===== src/rtl/ctrl_rx_pkg.sv =====
package ctrl_rx_pkg;

    localparam int ADDR_W = 7;
    localparam int DATA_W = 9;
    localparam int WORD_W = ADDR_W + DATA_W;

    // register indices with behaviour of their own
    localparam logic [ADDR_W-1:0] IDX_IN_L   = 7'd0;
    localparam logic [ADDR_W-1:0] IDX_IN_R   = 7'd1;
    localparam logic [ADDR_W-1:0] IDX_HP_L   = 7'd2;
    localparam logic [ADDR_W-1:0] IDX_HP_R   = 7'd3;
    localparam logic [ADDR_W-1:0] IDX_REINIT = 7'd15;

    localparam logic [ADDR_W-2:0] DEV_ADDR_HI  = 6'b001101;
    localparam logic [6:0]        HP_MUTE_BELOW = 7'd48;

    localparam logic [DATA_W-1:0] DEF_IN_VOL = 9'h097;
    localparam logic [DATA_W-1:0] DEF_HP_VOL = 9'h079;

    typedef struct packed {
        logic [ADDR_W-1:0] addr;
        logic [DATA_W-1:0] data;
    } ctrl_word_t;

    typedef enum logic [2:0] {
        TW_IDLE, TW_DEV, TW_ACK_DEV, TW_B1, TW_ACK_B1, TW_B2, TW_ACK_B2, TW_SKIP
    } tw_state_e;

    function automatic logic [DATA_W-1:0] reg_default(input int idx);
        case (idx)
            0, 1:    return DEF_IN_VOL;
            2, 3:    return DEF_HP_VOL;
            default: return '0;
        endcase
    endfunction

endpackage


===== src/rtl/ctrl_line_sync.sv =====
module ctrl_line_sync #(
    parameter int N_LINES = 3,
    parameter int STAGES  = 2
) (
    input  logic               clk,
    input  logic               rst_n,
    input  logic [N_LINES-1:0] raw_i,
    output logic [N_LINES-1:0] cur_o,
    output logic [N_LINES-1:0] prev_o
);

    typedef struct packed {
        logic [STAGES-1:0][N_LINES-1:0] stg;
        logic [N_LINES-1:0]             prev;
    } sync_t;

    sync_t d, q;

    always_comb begin
        d        = q;
        d.stg[0] = raw_i;
        for (int s = 1; s < STAGES; s++) begin
            d.stg[s] = q.stg[s-1];
        end
        d.prev = q.stg[STAGES-1];
    end

    // idle lines rest high
    always_ff @(posedge clk or negedge rst_n) begin
        if (!rst_n) q <= '1;
        else        q <= d;
    end

    assign cur_o  = q.stg[STAGES-1];
    assign prev_o = q.prev;

endmodule


===== src/rtl/ctrl_twowire_rx.sv =====
module ctrl_twowire_rx
    import ctrl_rx_pkg::*;
(
    input  logic       clk,
    input  logic       rst_n,
    input  logic       enable_i,
    input  logic       addr_sel_i,
    input  logic       scl_cur_i,
    input  logic       scl_prev_i,
    input  logic       sda_cur_i,
    input  logic       sda_prev_i,
    output logic       ack_o,
    output logic       word_valid_o,
    output ctrl_word_t word_o
);

    localparam logic [3:0] BYTE_BITS = 4'd8;

    typedef struct packed {
        tw_state_e  state;
        logic [3:0] cnt;
        logic [7:0] shreg;
        logic [7:0] hi;
        logic       ack;
        logic       valid;
        ctrl_word_t word;
    } tw_t;

    tw_t d, q;

    logic       scl_rise, scl_fall, start_cond, stop_cond;
    logic [7:0] dev_write;

    assign scl_rise   = scl_cur_i & ~scl_prev_i;
    assign scl_fall   = ~scl_cur_i & scl_prev_i;
    assign start_cond = scl_cur_i & scl_prev_i & sda_prev_i & ~sda_cur_i;
    assign stop_cond  = scl_cur_i & scl_prev_i & ~sda_prev_i & sda_cur_i;
    assign dev_write  = {DEV_ADDR_HI, addr_sel_i, 1'b0};

    always_comb begin
        d       = q;
        d.valid = 1'b0;
        if (!enable_i) begin
            d = '0;
        end else if (start_cond) begin
            d.state = TW_DEV;
            d.cnt   = '0;
            d.ack   = 1'b0;
        end else if (stop_cond) begin
            d.state = TW_IDLE;
            d.ack   = 1'b0;
        end else begin
            case (q.state)
                TW_DEV, TW_B1, TW_B2: begin
                    if (scl_rise) begin
                        d.shreg = {q.shreg[6:0], sda_cur_i};
                        d.cnt   = q.cnt + 4'd1;
                    end else if (scl_fall && q.cnt == BYTE_BITS) begin
                        case (q.state)
                            TW_DEV: begin
                                if (q.shreg == dev_write) begin
                                    d.ack   = 1'b1;
                                    d.state = TW_ACK_DEV;
                                end else begin
                                    d.state = TW_SKIP;
                                end
                            end
                            TW_B1: begin
                                d.hi    = q.shreg;
                                d.ack   = 1'b1;
                                d.state = TW_ACK_B1;
                            end
                            default: begin
                                d.ack   = 1'b1;
                                d.valid = 1'b1;
                                d.word  = {q.hi, q.shreg};
                                d.state = TW_ACK_B2;
                            end
                        endcase
                    end
                end
                TW_ACK_DEV, TW_ACK_B1, TW_ACK_B2: begin
                    if (scl_fall) begin
                        d.ack = 1'b0;
                        d.cnt = '0;
                        case (q.state)
                            TW_ACK_DEV: d.state = TW_B1;
                            TW_ACK_B1:  d.state = TW_B2;
                            default:    d.state = TW_SKIP;
                        endcase
                    end
                end
                default: ;
            endcase
        end
    end

    always_ff @(posedge clk or negedge rst_n) begin
        if (!rst_n) q <= '0;
        else        q <= d;
    end

    assign ack_o        = q.ack;
    assign word_valid_o = q.valid;
    assign word_o       = q.word;

endmodule


===== src/rtl/ctrl_threewire_rx.sv =====
module ctrl_threewire_rx
    import ctrl_rx_pkg::*;
(
    input  logic       clk,
    input  logic       rst_n,
    input  logic       enable_i,
    input  logic       clk_cur_i,
    input  logic       clk_prev_i,
    input  logic       dat_cur_i,
    input  logic       sel_cur_i,
    input  logic       sel_prev_i,
    output logic       word_valid_o,
    output ctrl_word_t word_o
);

    localparam int               CNT_W    = $clog2(WORD_W) + 1;
    localparam logic [CNT_W-1:0] FULL_CNT = CNT_W'(WORD_W);

    typedef struct packed {
        logic [WORD_W-1:0] shreg;
        logic [CNT_W-1:0]  cnt;
        logic              valid;
        ctrl_word_t        word;
    } tr_t;

    tr_t  d, q;
    logic sel_rise, clk_rise;

    assign sel_rise = sel_cur_i & ~sel_prev_i;
    assign clk_rise = clk_cur_i & ~clk_prev_i;

    always_comb begin
        d       = q;
        d.valid = 1'b0;
        if (!enable_i) begin
            d = '0;
        end else if (sel_rise) begin
            if (q.cnt == FULL_CNT) begin
                d.valid = 1'b1;
                d.word  = q.shreg;
            end
            d.cnt = '0;
        end else if (!sel_cur_i && clk_rise) begin
            d.shreg = {q.shreg[WORD_W-2:0], dat_cur_i};
            if (q.cnt != '1) d.cnt = q.cnt + 1'b1;
        end
    end

    always_ff @(posedge clk or negedge rst_n) begin
        if (!rst_n) q <= '0;
        else        q <= d;
    end

    assign word_valid_o = q.valid;
    assign word_o       = q.word;

endmodule


===== src/rtl/ctrl_regfile.sv =====
module ctrl_regfile
    import ctrl_rx_pkg::*;
#(
    parameter int NUM_REGS = 10
) (
    input  logic                          clk,
    input  logic                          rst_n,
    input  logic                          wr_valid_i,
    input  ctrl_word_t                    wr_word_i,
    output logic [NUM_REGS*DATA_W-1:0]    regs_o,
    output logic                          hp_mute_l_o,
    output logic                          hp_mute_r_o
);

    typedef logic [NUM_REGS-1:0][DATA_W-1:0] file_t;

    file_t             d, q;
    logic              linked;
    logic [ADDR_W-1:0] partner;

    function automatic file_t defaults();
        file_t f;
        for (int i = 0; i < NUM_REGS; i++) f[i] = reg_default(i);
        return f;
    endfunction

    // pairs differ only in the low index bit
    assign linked  = wr_word_i.data[DATA_W-1] &&
                     (wr_word_i.addr == IDX_IN_L || wr_word_i.addr == IDX_IN_R ||
                      wr_word_i.addr == IDX_HP_L || wr_word_i.addr == IDX_HP_R);
    assign partner = {wr_word_i.addr[ADDR_W-1:1], ~wr_word_i.addr[0]};

    always_comb begin
        d = q;
        if (wr_valid_i) begin
            if (wr_word_i.addr == IDX_REINIT) begin
                d = defaults();
            end else begin
                for (int i = 0; i < NUM_REGS; i++) begin
                    if (wr_word_i.addr == ADDR_W'(i) || (linked && partner == ADDR_W'(i)))
                        d[i] = wr_word_i.data;
                end
            end
        end
    end

    always_ff @(posedge clk or negedge rst_n) begin
        if (!rst_n) q <= defaults();
        else        q <= d;
    end

    assign regs_o      = q;
    assign hp_mute_l_o = q[IDX_HP_L][6:0] < HP_MUTE_BELOW;
    assign hp_mute_r_o = q[IDX_HP_R][6:0] < HP_MUTE_BELOW;

endmodule


===== src/rtl/ctrl_word_rx.sv =====
module ctrl_word_rx
    import ctrl_rx_pkg::*;
#(
    parameter int NUM_REGS    = 10,
    parameter int SYNC_STAGES = 2
) (
    input  logic                       clk,
    input  logic                       rst_n,
    input  logic                       mode_3w,
    input  logic                       addr_sel,
    input  logic                       scl_in,
    input  logic                       sda_in,
    input  logic                       cs_in,
    output logic                       sda_pull_o,
    output logic [NUM_REGS*DATA_W-1:0] regs_o,
    output logic                       hp_mute_l_o,
    output logic                       hp_mute_r_o
);

    localparam int L_SCL = 0;
    localparam int L_SDA = 1;
    localparam int L_CS  = 2;

    logic [2:0]  line_cur, line_prev;
    logic        tw_valid, tr_valid, wr_valid;
    ctrl_word_t  tw_word, tr_word, wr_word;

    ctrl_line_sync #(.N_LINES(3), .STAGES(SYNC_STAGES)) u_sync (
        .clk    (clk),
        .rst_n  (rst_n),
        .raw_i  ({cs_in, sda_in, scl_in}),
        .cur_o  (line_cur),
        .prev_o (line_prev)
    );

    ctrl_twowire_rx u_tw (
        .clk          (clk),
        .rst_n        (rst_n),
        .enable_i     (~mode_3w),
        .addr_sel_i   (addr_sel),
        .scl_cur_i    (line_cur[L_SCL]),
        .scl_prev_i   (line_prev[L_SCL]),
        .sda_cur_i    (line_cur[L_SDA]),
        .sda_prev_i   (line_prev[L_SDA]),
        .ack_o        (sda_pull_o),
        .word_valid_o (tw_valid),
        .word_o       (tw_word)
    );

    ctrl_threewire_rx u_tr (
        .clk          (clk),
        .rst_n        (rst_n),
        .enable_i     (mode_3w),
        .clk_cur_i    (line_cur[L_SCL]),
        .clk_prev_i   (line_prev[L_SCL]),
        .dat_cur_i    (line_cur[L_SDA]),
        .sel_cur_i    (line_cur[L_CS]),
        .sel_prev_i   (line_prev[L_CS]),
        .word_valid_o (tr_valid),
        .word_o       (tr_word)
    );

    assign wr_valid = mode_3w ? tr_valid : tw_valid;
    assign wr_word  = mode_3w ? tr_word  : tw_word;

    ctrl_regfile #(.NUM_REGS(NUM_REGS)) u_regs (
        .clk         (clk),
        .rst_n       (rst_n),
        .wr_valid_i  (wr_valid),
        .wr_word_i   (wr_word),
        .regs_o      (regs_o),
        .hp_mute_l_o (hp_mute_l_o),
        .hp_mute_r_o (hp_mute_r_o)
    );

endmodule


===== config.mk =====
export PLATFORM = sky130hd
export DESIGN_NAME = ctrl_word_rx
export DESIGN_NICKNAME = d
export VERILOG_FILES = /design/src/rtl/ctrl_rx_pkg.sv /design/src/rtl/ctrl_line_sync.sv /design/src/rtl/ctrl_twowire_rx.sv /design/src/rtl/ctrl_threewire_rx.sv /design/src/rtl/ctrl_regfile.sv /design/src/rtl/ctrl_word_rx.sv
export SDC_FILE = /design/constraint.sdc
export NUM_CORES = 1
export LEC_CHECK = 0
export BUFFER_PORTS_ARGS = -buffer_cell sky130_fd_sc_hd__buf_2
export CAP_MARGIN = 20
export CORE_MARGIN = 4
export CORE_UTILIZATION = 56
export DETAILED_ROUTE_END_ITERATION = 8
export PLACE_DENSITY = 0.77
export SYNTH_ARGS = -nofsm -noshare
export SYNTH_HDL_FRONTEND = slang
export SYNTH_SLANG_ARGS = --single-unit

===== constraint.sdc =====
create_clock -name clk -period 2.5 [get_ports clk]
set_input_delay 0.25 -clock clk [delete_from_list [all_inputs] [get_ports clk]]
set_output_delay 0.25 -clock clk [all_outputs]
set_load 0.03 [all_outputs]

# ---- After elaboration in Yosys (flattened, before gate mapping)
# Cells that the tools add are included.
dict set report word_totals {
  regBits 178
  input_bits 7
  wordCells 204
}
dict set report op_classes {
  n_addsub 2
  order_cmp 2
  eq_ne 46
  n_mux 47
  n_bitwise 14
  n_reduce_logical 67
}
# op n
set ops {}
lappend ops {{17-bit 2-to-1 mux} 6}
lappend ops {{9-bit 2-to-1 mux} 10}
lappend ops {{90-bit 2-to-1 mux} 1}
lappend ops {{16-bit 2-to-1 mux} 4}
lappend ops {{7-bit by 3-bit equality test with 1-bit output (second input constant)} 8}
lappend ops {{26-bit 2-to-1 mux} 2}
lappend ops {{41-bit 2-to-1 mux} 1}
lappend ops {{38-bit 2-to-1 mux} 1}
lappend ops {{7-bit by 4-bit equality test with 1-bit output (second input constant)} 5}
lappend ops {{7-bit by 2-bit equality test with 1-bit output (second input constant)} 4}
lappend ops {{2-bit nonzero test} 14}
lappend ops {{2-bit AND reduction} 13}
lappend ops {{21-bit 2-to-1 mux} 1}
lappend ops {{20-bit 2-to-1 mux} 1}
lappend ops {{7-bit by 1-bit equality test with 1-bit output (second input constant)} 2}
lappend ops {{7-bit logical NOT} 2}
lappend ops {{7-bit by 6-bit less-than comparator with 1-bit output (second input constant)} 2}
lappend ops {{7-bit 2-to-1 mux} 2}
lappend ops {{7-bit one-hot mux with 2 select lines} 1}
lappend ops {{1-bit logical AND} 13}
lappend ops {{1-bit logical OR} 13}
lappend ops {{12-bit 2-to-1 mux} 1}
lappend ops {{3-bit 2-to-1 mux} 4}
lappend ops {{3-bit one-hot mux with 2 select lines} 2}
lappend ops {{30 further kinds} 65}

# ---- Depth between registers and ports, before layout
dict set report logic_depth {
  word_depth 10
  ltp_mapped 8
  depth_no_buf 7
}

# ---- Hierarchy
# From an unflattened synthesis, not the netlist that was laid out.
dict set report unflattened {
  hier_cells 721
  area_unflattened_um2 7961.4
}
# module n_inst cells_each area_each_um2
set modules_own_cells {}
lappend modules_own_cells {ctrl_regfile 1 312 3639.7}
lappend modules_own_cells {ctrl_twowire_rx 1 186 1961.9}
lappend modules_own_cells {ctrl_threewire_rx 1 191 1840.5}
lappend modules_own_cells {ctrl_word_rx 1 20 260.2}
lappend modules_own_cells {ctrl_line_sync 1 12 259.0}

# ---- Worst setup path after synthesis
# OpenSTA, ideal clock, no wires.
dict set report synth_path {
  path_type {register to register}
  start {register u_tr.q[17] (netlist name)}
  end {register u_tr.q[20] (netlist name)}
  setup_time_ns 0.121
  arrival_ns 1.968
  t_required_ns 2.379
  slack_ns 0.410
  stages_incl_launch_ff 8
  synth_period_minus_slack_ns 2.090
  path_cell_list {dfrtp_1 -> ha_1 -> and3_1 -> ha_1 -> nor4b_1 -> nand4_1 -> xor2_1 -> nor2_1}
}
dict set report synth_via {
  elab_chain_len 5
}
# element line
set synth_rtl {}
lappend synth_rtl {{from (decl)} ctrl_threewire_rx.sv:26} ;# tr_t d, q;
lappend synth_rtl {{from (signal assigned)} ctrl_threewire_rx.sv:50} ;# if (!rst_n) q <= '0;
lappend synth_rtl {{from (signal assigned)} ctrl_threewire_rx.sv:51} ;# else q <= d;
lappend synth_rtl {{5-bit by 1-bit adder with 5-bit output} ctrl_threewire_rx.sv:45} ;# if (q.cnt != '1) d.cnt = q.cnt + 1'b1;
lappend synth_rtl {{5-bit 2-to-1 mux} ctrl_threewire_rx.sv:45}
lappend synth_rtl {{21-bit 2-to-1 mux} ctrl_threewire_rx.sv:43} ;# end else if (!sel_cur_i && clk_rise) begin
lappend synth_rtl {{5-bit 2-to-1 mux} ctrl_threewire_rx.sv:37} ;# end else if (sel_rise) begin
lappend synth_rtl {{38-bit 2-to-1 mux} ctrl_threewire_rx.sv:35} ;# if (!enable_i) begin
# Parallel ways exist; a longest one is shown, timed or not. The select of a mux whose other input is x is not followed.
# A chain may end at the register's enable or synchronous reset.

# ---- Worst setup path in the final report
dict set report layout_path {
  start {register u_tr.q, in the netlist u_tr.word_o[13]}
  end {register u_regs.q, in the netlist u_regs.regs_o[19]}
}
dict set report layout_via {
  elab_chain_len 10
}
# element line
set layout_rtl {}
lappend layout_rtl {{16-bit 2-to-1 mux (*)} ctrl_word_rx.sv:64} ;# assign wr_word = mode_3w ? tr_word : tw_word;
lappend layout_rtl {{7-bit by 1-bit equality test with 1-bit output or 7-bit logical NOT (tied branches)} ctrl_regfile.sv:29} ;# (wr_word_i.addr == IDX_IN_L || wr_word_i.addr == IDX_IN_R ||
lappend layout_rtl {{1-bit logical OR (2 in series)} ctrl_regfile.sv:29}
lappend layout_rtl {{1-bit logical OR} ctrl_regfile.sv:30} ;# wr_word_i.addr == IDX_HP_L || wr_word_i.addr == IDX_HP_R);
lappend layout_rtl {{1-bit logical AND} ctrl_regfile.sv:28} ;# assign linked = wr_word_i.data[DATA_W-1] &&
lappend layout_rtl {{1-bit logical AND} ctrl_regfile.sv:40} ;# if (wr_word_i.addr == ADDR_W'(i) || (linked && partner == ADDR_W'(i)))
lappend layout_rtl {{1-bit logical OR} ctrl_regfile.sv:40}
lappend layout_rtl {{2-bit nonzero test (no line)} --}
lappend layout_rtl {{2-bit AND reduction (no line)} --}
lappend layout_rtl {{to (signal assigned)} ctrl_regfile.sv:48} ;# if (!rst_n) q <= defaults();
lappend layout_rtl {{to (decl)} ctrl_regfile.sv:17} ;# file_t d, q;
# Every way passes the cells marked *; elsewhere a longest branch is shown, timed or not.

==> impl_metrics.py <==
metrics = {
    "logic_synthesis": {
        "synth_flop_cell": "dfrtp_1",
        "synth_compound_area_frac": 0.176,
        "synthCells": 660,
        "yosys.cell_count.top_type": "dfrtp_1",
        "ys_seq_elements": 178,
        "synth_edf_count": 0,
        "synth_xor_area_frac": 0.00555,
        "synth.largest_area_cell": "dfrtp_1",
        "netlist_area_mm2": 0.00790,
        "ys_async_sr_fraction": 1.00,
        "ys_warn_count": 0,
        "yosys-top-cells-area": "dfrtp_1 (47%), dfstp_2 (9.6%), mux2i_1 (8.5%)",
        "synth_top_area_frac": 0.472,
        "ys_top_cells_by_count": "dfrtp_1 (149), mux2i_1 (67), nand2_1 (61)",
        "syn_avg_cell_area_um2": 12.0,
        "synth_top_family_by_area": "compound AO/OA/AOI/OAI gates",
        "synth-simple-area-share": 0.114,
        "synth_fa_ha_area_frac": 0.00792,
        "ys_seq_area_frac": 0.569,
        "yosysUniqueCellTypes": 75,
        "synthMuxAreaShare": 0.0992,
        "syn_nets": 672,
    },
    "die": {
        "rows": 43,
        "dieArea_mm2": 0.0161,
        "initial_core_util": 0.571,
        "die_height_um": 127,
        "core_mm2": 0.0138,
        "ios": 100,
        "die_x_um": 127,
    },
    "route": {
        "routed-wl-met3_um": 931,
        "drt-pass1-iter-count": 5,
        "ant_nets": 0,
        "wl_per_cell_um": 19.0,
        "vias_per_cell": 6.00,
        "m1WireLength_mm": 8.04,
        "top_layer": "met4",
        "vias": 5809,
        "wirelength_mm": 18.4,
        "route.detailed.drc": 0,
        "routed-wl-met2_mm": 8.99,
        "drt-initial-drc-count": 514,
    },
    "layout": {
        "register_area_mm2": 0.00449,
        "drive_above_1_share": 0.297,
        "finalNetCount": 788,
        "areaGrowthSynthToFinish_pct": 17.8,
        "n_antenna_cell": 0,
        "multi_input_area_mm2": 0.00318,
        "final.fill_count": 1028,
        "final_core_util": 0.673,
    },
    "hold_path": {
        "worstHoldEndpoint": "u_sync.cur_o[1]$_DFF_PN1_",
        "hp-class": "reg2reg",
        "hold_depth": 0,
        "holdCritStartpoint": "u_sync.d[7]$_DFF_PN1_",
    },
    "power_and_ir_drop": {
        "clkPwrFrac": 0.456,
        "combPwrFrac": 0.039,
        "cell_internal_pwr_mw": 4.59,
        "seqPwrFrac": 0.505,
        "p_leak_nw": 4.77,
        "power_per_cell_area_mw_per_mm2": 624,
        "p_sw_mw": 1.22,
        "swShare": 0.210,
        "ir_drop_v": 0.000420,
    },
    "grt": {
        "grt_pass1_vias": 5806,
        "gr-usage-all-layers": 0.237,
        "grt_pass1_wl_mm": 30.4,
        "antenna_found_initial": 0,
        "grt_max_degree": 60,
        "grt_overflow": 0,
    },
    "cts": {
        "cts_tree": "done",
        "root_buffer": "clkbuf_16",
        "clock-sinks": 178,
        "h-tree-depth": 4,
        "cts_buffer_depth": 2,
        "numCtsBuffers": 17,
        "cts.reportedPaths.clkPinSlew_ns": 0.06,
        "postCtsSetupBuffers": 0,
        "clkLatencyLatePin_ns": 0.43,
    },
    "sta": {
        "final-setup-viol-count": 0,
        "finClkSkew_ns": 0.00560,
        "rsz0062_at_grt": "false",
        "hold_viol": 0,
        "relSlewSlack": 0.545,
        "setup_tns_ns": 0,
        "layout_min_cycle_time_ns": 2.32,
        "slew_viol_final": 0,
        "min_period_over_period": 0.928,
        "fmax_mhz": 431,
        "tightest_slew_ns": 0.683,
    },
    "worst_setup_path": {
        "r2r-start": "u_tr.word_o[13]$_DFFE_PN0P_",
        "rr_endpoint": "u_regs.regs_o[19]$_DFFE_PN0P_",
        "crit_type": "reg2reg",
        "crit_path_end_kind": "flip-flop",
        "worst_ep_arrival_time_ns": 2.63,
        "start_kind": "flip-flop",
        "r2r_slack_ns": 0.18,
        "critPathMaxFanout": 11,
        "reg2reg_depth": 4,
        "required_ns": 2.81,
    },
    "placed_design": {
        "port_buffers": 99,
        "place_congestion": 0.924,
        "dp_hpwl_mm": 13.1,
    },
    "run_status": {
        "outcome": "completed",
    },
    "flow_run": {
        "max-cap-violations": 0,
    },
}
cells in the final DEF, fill, tap and decap left out, drive strengths merged, types with 4 or more instances in the layout:
cell,synthesis,layout
or3b,4,4
and3,4,4
mux2i,67,67
dfrtp,149,149
inv,8,8
nand2b,6,6
nand2,63,63
xor2,4,4
a22o,43,43
nand3b,6,6
mux2,10,10
ha,5,5
clkinv,0,7
a21oi,59,59
a22oi,6,6
o21ai,24,24
o2bb2ai,16,16
a32o,5,5
buf,20,128
dfstp,29,29
nor2b,4,4
nand3,7,7
nor2,47,47
dlygate4sd3,0,4
clkbuf,15,20
nand4,4,4
flip-flops by register name, summed over array words and instances (netlist names):
| signal | flops |
|---|---|
| u_sync.prev_o | 3 |
| u_tw.q | 23 |
| u_tw.word_o | 16 |
| u_tr.word_valid_o | 1 |
| u_tr.q | 21 |
| u_sync.cur_o | 3 |
| u_tw.word_valid_o | 1 |
| u_sync.d | 3 |
| u_regs.regs_o | 90 |
| u_tw.ack_o | 1 |
| u_tr.word_o | 16 |
worst max-delay path: stages (launching register included):
cell	delay [ns]
dfrtp_1	0.38
or4b_1	0.73
a21oi_4	0.49
nand3_4	0.25
a32o_1	0.34
power by group through the flow:
stage	clock network [mW]	logic [mW]	registers (mW)
floorplan	0	0.121	2.98
global placement	0	0.221	2.98
detailed placement	0	0.225	2.98
CTS	2.69	0.231	2.93
global route	2.83	0.256	2.93
finish	2.65	0.227	2.93
logic make-up (layout without fill, tap and decap cells):
family / after synthesis / count (layout)
buffers and inverters: 43 / 171
DFF: 178 / 178
and+or+nand+nor: 171 / 171
xor gates and xnor gates: 5 / 5
adders and majority gates: 5 / 5
AOI/OAI and AO/OA: 181 / 181
muxes: 77 / 77
layer usage:
layer  track usage  vias up
met1         0.323     2922
met5             0        -
met4        0.0921        0
li1              -     2658
met2         0.383      196
met3        0.0429       33
area by class of cell:
type / count / area share
flip-flops and latches: 178 / 0.483
multi-input cells: 439 / 0.342
repair buffers: 132 / 0.0843
clock buffers: 20 / 0.0491
well taps: 180 / 0.0242
clock inverters: 11 / 0.0147
inverters: 8 / 0.00323
how the worst max path moves through the flow:
stage	startpoint	end	slack, ns	depth (start not counted)
2_1_floorplan	u_tr.q[17]$_DFFE_PN0P_	u_tr.q[20]$_DFFE_PN0P_	0.41	7
3_3_place_gp	u_tr.word_o[13]$_DFFE_PN0P_	u_regs.regs_o[19]$_DFFE_PN0P_	0.24	4
3_5_place_dp	u_tr.word_o[13]$_DFFE_PN0P_	u_regs.regs_o[19]$_DFFE_PN0P_	0.19	4
4_1_cts	u_tr.word_o[13]$_DFFE_PN0P_	u_regs.regs_o[19]$_DFFE_PN0P_	0.18	4
5_1_grt	u_tr.word_o[13]$_DFFE_PN0P_	u_regs.regs_o[33]$_DFFE_PN1P_	0.08	5
6_report	u_tr.word_o[13]$_DFFE_PN0P_	u_regs.regs_o[19]$_DFFE_PN0P_	0.18	4
through the flow:
stage | instances | setup WS (ns) | cell area (um2) | power (mW) | hold slack, ns
after floorplan | 660 | 0.410 | 7900 | 3.10 | -0.0456
after global placement | 933 | 0.236 | 8670 | 3.20 | 0.249
after detailed placement | 933 | 0.194 | 8670 | 3.21 | 0.260
after CTS | 968 | 0.176 | 9300 | 5.85 | 0.360
after global routing | 968 | 0.0842 | 9300 | 6.01 | 0.364
final | 968 | 0.180 | 9300 | 5.81 | 0.358
repair_timing:
item                       CTS  global route
hold endpoints to repair    50             0
setup endpoints to repair    0             0
hold buffers                 4             0
gates resized for setup      0             0
Note: power is estimated with default switching activity, not from simulation.
